**src/rtl/int_alu.sv**
```systemverilog
module int_alu #(
  parameter int WIDTH = 32
) (
  input  logic [WIDTH-1:0] opa,
  input  logic [WIDTH-1:0] opb,
  input  logic [3:0]       func,
  output logic [WIDTH-1:0] result,
  output logic             flag_eq,
  output logic             flag_lt,
  output logic             flag_ltu
);

  localparam int SHW = $clog2(WIDTH);

  localparam logic [3:0] F_ADD  = 4'd0;
  localparam logic [3:0] F_SUB  = 4'd1;
  localparam logic [3:0] F_AND  = 4'd2;
  localparam logic [3:0] F_OR   = 4'd3;
  localparam logic [3:0] F_XOR  = 4'd4;
  localparam logic [3:0] F_SLL  = 4'd5;
  localparam logic [3:0] F_SRL  = 4'd6;
  localparam logic [3:0] F_SRA  = 4'd7;
  localparam logic [3:0] F_PASS = 4'd8;
  localparam logic [3:0] F_JTGT = 4'd10;
  localparam logic [3:0] F_CMPU = 4'd14;

  logic [WIDTH-1:0] sum;
  logic [WIDTH-1:0] diff;
  logic [SHW-1:0]   shamt;
  logic             eq_w, lt_w, ltu_w;
  logic [WIDTH-1:0] res_w;

  assign sum   = opa + opb;
  assign diff  = opa - opb;
  assign shamt = opb[SHW-1:0];

  always_comb begin
    eq_w  = (opa == opb);
    ltu_w = (opa < opb);
    lt_w  = ($signed(opa) < $signed(opb));

    unique case (func)
      F_ADD:   res_w = sum;
      F_SUB:   res_w = diff;
      F_AND:   res_w = opa & opb;
      F_OR:    res_w = opa | opb;
      F_XOR:   res_w = opa ^ opb;
      F_SLL:   res_w = opa << shamt;
      F_SRL:   res_w = opa >> shamt;
      F_SRA:   res_w = WIDTH'($signed(opa) >>> shamt);
      F_PASS:  res_w = opb;
      F_JTGT:  res_w = {sum[WIDTH-1:1], 1'b0};
      F_CMPU:  res_w = '0;
      default: res_w = '0;
    endcase

    AST_CMPU_ZERO: assert (func != F_CMPU || res_w == '0) else $error("compare code drove data");
    AST_JTGT_LSB: assert (func != F_JTGT || res_w[0] == 1'b0) else $error("jump target bit 0 set");
    AST_EQ_EXCL: assert (!eq_w || (!lt_w && !ltu_w)) else $error("equal and less at once");
    AST_SIGN_AGREE: assert ((opa[WIDTH-1] != opb[WIDTH-1]) || (lt_w == ltu_w)) else $error("same-sign compare mismatch");
    AST_SUB_EQ_ZERO: assert (func != F_SUB || !eq_w || res_w == '0) else $error("equal operands gave nonzero difference");
  end

  assign result   = res_w;
  assign flag_eq  = eq_w;
  assign flag_lt  = lt_w;
  assign flag_ltu = ltu_w;

endmodule

```
**config.mk**
```make
export PLATFORM = sky130hd
export DESIGN_NAME = int_alu
export DESIGN_NICKNAME = d
export VERILOG_FILES = /design/src/rtl/int_alu.sv
export SDC_FILE = /design/constraint.sdc
export NUM_CORES = 1
export LEC_CHECK = 0
export BUFFER_PORTS_ARGS = -buffer_cell sky130_fd_sc_hd__buf_2
export CAP_MARGIN = 20
export CORE_ASPECT_RATIO = 0.8
export CORE_UTILIZATION = 63
export DETAILED_ROUTE_END_ITERATION = 10
export GPL_ROUTABILITY_DRIVEN = 0
export PLACE_DENSITY = 0.85
export SYNTH_ARGS = -nofsm -noshare
export SYNTH_HDL_FRONTEND = slang
export SYNTH_SLANG_ARGS = --single-unit
```
**constraint.sdc**
```tcl
create_clock -name vclk -period 5.45
set_input_delay 0.545 -clock vclk [all_inputs]
set_output_delay 0.545 -clock vclk [all_outputs]
set_load 0.05 [all_outputs]
```
---- After elaboration in Yosys (flattened, before gate mapping) ----
Cells that the tools add are included.
word-level totals
  flip-flop bits (word level) ............. 0
  input bits .............................. 68
  output and inout port bits .............. 35
cells by class
  add/sub/neg operators ................... 2
  shift operators ......................... 3
  equality and inequality tests ........... 10
  $lt $le $gt $ge ......................... 2
  reductions and logical operators ........ 1
  multiplexer cells ....................... 1
  bitwise logic cells ..................... 3
operators by type and width
  kind                                            count
  one-hot mux 32 bit (10 select lines)            1
  less-than comparator 32 bit                     2
  adder 32 bit                                    1
  bitwise AND 32 bit                              1
  == test 32 bit                                  1
  bitwise OR 32 bit                               1
  left shift 32 x 5 -> 32 bit                     1
  right shift 32 x 5 -> 32 bit                    1
  >>> shifter 32 x 5 -> 32 bit                    1
  subtractor 32 bit                               1
  bitwise XOR 32 bit                              1
  == test 4 x 3 -> 1 bit (second input constant)  4
  == test 4 x 2 -> 1 bit (second input constant)  2
  == test 4 bit (second input constant)           2
  == test 4 x 1 -> 1 bit (second input constant)  1
  zero test 4 bit                                 1

---- Logic depth before layout (Yosys ltp) ----
  word-level depth ........................ 2
  gate-level depth with buffers ........... 17
  gate-level depth less buffers ........... 14

---- Least setup slack after synthesis ----
OpenSTA, ideal clock, no wires.
  path type ............................... input to output
  from .................................... input opb[2]
  to ...................................... output result[26]
  arrival time ............................ 4484 ps
  slack ................................... 421 ps
  stages on the path ...................... 17
  buffers on the path ..................... 5
  cell sequence ........................... buf_6 buf_4 inv_1 buf_2 buf_2 buf_1 ha_1 nor2b_1 o21ai_1 a21boi_1 o21ba_2 a21oi_4 o21ai_2 a41o_1 o22ai_1 nor2_1 o21ai_0
between the ends
  cells in the longest elaborated chain, start to end .. 2
  elaborated cells on any way between the ends .. 6
  those cells by class .................... 2 x add/sub; 3 x shift; 1 x mux
RTL lines
  element                                 line  RTL
  start, declared                         5     input logic [WIDTH-1:0] opb,
  adder 32 bit (tied with other cells)    33    assign sum = opa + opb;
  one-hot mux 32 bit (10 select lines) *  42    unique case (func)
  end, declared                           7     output logic [WIDTH-1:0] result,
Mark *: on every way between the ends. The rest lies on a longest branch, timed or not.

---- Worst setup path in the final report ----
  from .................................... input opb[1]
  to ...................................... output result[18]
Same word-level chain as after synthesis.

==> results.md <==
- Synth top area share: 0.135
- Cts hold-fix bufs: 0
- Worst Path Max Fanout: 67
- Setup_tns: 0 ps
- Slowest stage cell, crit path: buf_4
- RSZ-0062 raised after global routing: false
- Worst rel slew slack: 0.225
- First-pass GRT wire length: ~56,000 um
- CP delay by family, top: compound AO/OA/AOI/OAI gates
- I/O Pins: 103
- Maximum vdd drop: 0.110 mV
- Worst path required time: ~4900 ps
- Resized cells post-CTS: 0
- Total Power: 0.00118 W
- Syn Inst Count: around 1,400
- Outcome: completed
- Max Clk Rate: about 210 MHz
- Final nets: around 1,500
- Overflow left after global routing: 0
- Synth Area in Compound Gates: 0.387
- # DRC: 0
- Min-Delay Path Depth: 4
- Max_cap viols: 0
- Synth Cell Area: between 9000 and 10,000 um^2
- Main combinational cell family by area after synthesis: compound AO/OA/AOI/OAI gates
- Layout cells sized above 1: 0.149
- I/O Buffers: slightly above 100
- Drt pass-1 iters: 10
- Leakage: around 4.2 nW
- Worst Hold Path EP: result[5]
- Core box area: ~14,000 um^2
- CP bufs+invs: 3
- Post-CTS setup buffers: 0
- Minimum clock period: around 4800 ps
- Via count: 11,700
- Layout clock buffers: 0
- Slew Viols, Final: 0
- Post-Synth XOR/XNOR Area: 0.00292
- Routed length per instance: approximately 24 um
- Dominant cell type by area after synthesis: ha_1
- Post-synth cell types: 92
- FF+latch area: 0 um^2
- Final period util: 0.874
- Worst Tran Pin Value: between 1000 and 1500 ps
- Post-Syn Nets: ~1,500
- Ranking of synthesized cells by area: ha_1, a21oi_1, mux4_2
- Drt initial violations: roughly 2,400
- Synth Area in Simple Gates: 0.211
- Chip width: between 100 and 150 um
- Area Overhead vs Synth: 4.28%
- Row count: 38
- Worst hold start: opb[5]
- Seq/Total Area, Yosys: 0
- Number of nets with antenna violations after routing: 0
- Critical Path AT: 4220 ps
- Crit path largest cell delay: between 600 and 700 ps
- Initial antenna violation count: 1
- CP Class: in2out
- Synth Area in Adders: 0.139
- Die ar.: roughly 15,000 um^2
- Pwr dens: between 100 and 150 nW/um^2
- Yosys warning count: 0
- Largest net degree at the start of global routing: 73
- Most frequent cell after synthesis: nor2_1
- Mux cell area share after synthesis: 0.151
- GRT Total Usage: 0.486
- Critical path capture point type: output pin
- # setup viols final: 0
- Cells along the critical path: buf_4 > buf_4 > mux4_2 > o21ai_0 > nor2_1 > o21ai_0 > a21oi_1 > a21oi_1 > nand4_1 > buf_2
- Seq cells: 0
- Final hold vios: 0
- Top post-synthesis cells by count: nor2_1, nand2_1, a21oi_1
- Ant. Diodes: 0
- Syn_area_per_cell: around 6.6 um^2
- Vias in the first global route: a little over 10,000
- WL final: between 30,000 and 40,000 um
- Initial Utilization: 0.655
- Post-DP HPWL: approximately 27,000 um
- Vias/cell: about 7.6
- Nature of the critical path startpoint: input pin
- Die height: 109 um
- Worst Hold Class: in2out
logic make-up after synthesis:
| logic type | count (synthesis) |
|---|---|
| AO/OA/AOI/OAI | 519 |
| XOR/XNOR | 3 |
| adder cells (fa/ha/maj) | 99 |
| buffers and inverters | 219 |
| multiplexers | 99 |
| AND/OR/NAND/NOR | 418 |
cell type report:
cell class         count  area [um^2]
multi-input cells   1138         8050
well taps            180          225
inverters            104          390
repair buffers       128          718
fillers             1212         4350
tightest hold or removal path, cell delays in order:
cell	delay, ps
buf_2	100
a22oi_1	80
nand4_1	90
buf_2	260
worst max path at each step:
stage                      start         end  cells past startpoint
after detailed placement  opb[1]  result[28]                     13
after CTS                 opb[1]  result[28]                     13
final                     opb[1]  result[18]                     10
after global placement    opb[1]  result[28]                     13
after global routing      opb[1]  result[30]                     13
after floorplan           opb[2]  result[26]                     17
cell usage in the layout (no fill, tap or decap), types with 8 or more instances in the layout:
| cell | n |
|---|---|
| o22ai_1 | 14 |
| mux4_2 | 27 |
| nor3_1 | 31 |
| ha_1 | 97 |
| buf_4 | 25 |
| nand2_1 | 133 |
| a211oi_1 | 26 |
| o21a_1 | 8 |
| mux2i_1 | 60 |
| o21bai_1 | 18 |
| nor2_1 | 157 |
| nand3_1 | 20 |
| and2_1 | 10 |
| mux2_2 | 11 |
| nand4_1 | 11 |
| a221oi_1 | 24 |
| o211ai_1 | 24 |
| a211o_1 | 17 |
| o21ai_0 | 110 |
| inv_1 | 97 |
| a221o_1 | 12 |
| o31ai_1 | 10 |
| buf_2 | 102 |
| a21oi_1 | 127 |
| a22oi_1 | 20 |
| nand2b_1 | 9 |
| o221ai_1 | 12 |
| a21o_1 | 17 |
| a31oi_1 | 14 |
metal layers:
metal / track usage / up-vias / share of wire
met5: 0 / - / 0.00035
met4: 0.278 / 2 / 0.079
met3: 0.177 / 284 / 0.18
met2: 0.691 / 1168 / 0.38
met1: 0.626 / 5236 / 0.36
li1: - / 5051 / -
where the power goes:
part / total, W / internal (W) / switching (W) / leakage (nW)
Sequential: 0 / 0 / 0 / 0
Combinational: 0.00118 / 0.000368 / 0.000807 / 4.24
Clock: 0 / 0 / 0 / 0
stage by stage:
| stage | cell area (um^2) | worst slack (ps) | cells | util | hold slack [ps] |
|---|---|---|---|---|---|
| 5_1_grt | 9390 | 525 | 1550 | 0.683 | 1650 |
| 4_1_cts | 9390 | 878 | 1550 | 0.683 | 1610 |
| 2_1_floorplan | 9000 | 421 | 1357 | - | 1510 |
| 3_3_place_gp | 9390 | 978 | 1550 | 0.683 | 1600 |
| 3_5_place_dp | 9390 | 885 | 1550 | 0.683 | 1610 |
| 6_report | 9390 | 684 | 1550 | 0.683 | 1620 |
Note: power is estimated with default switching activity, not from simulation.
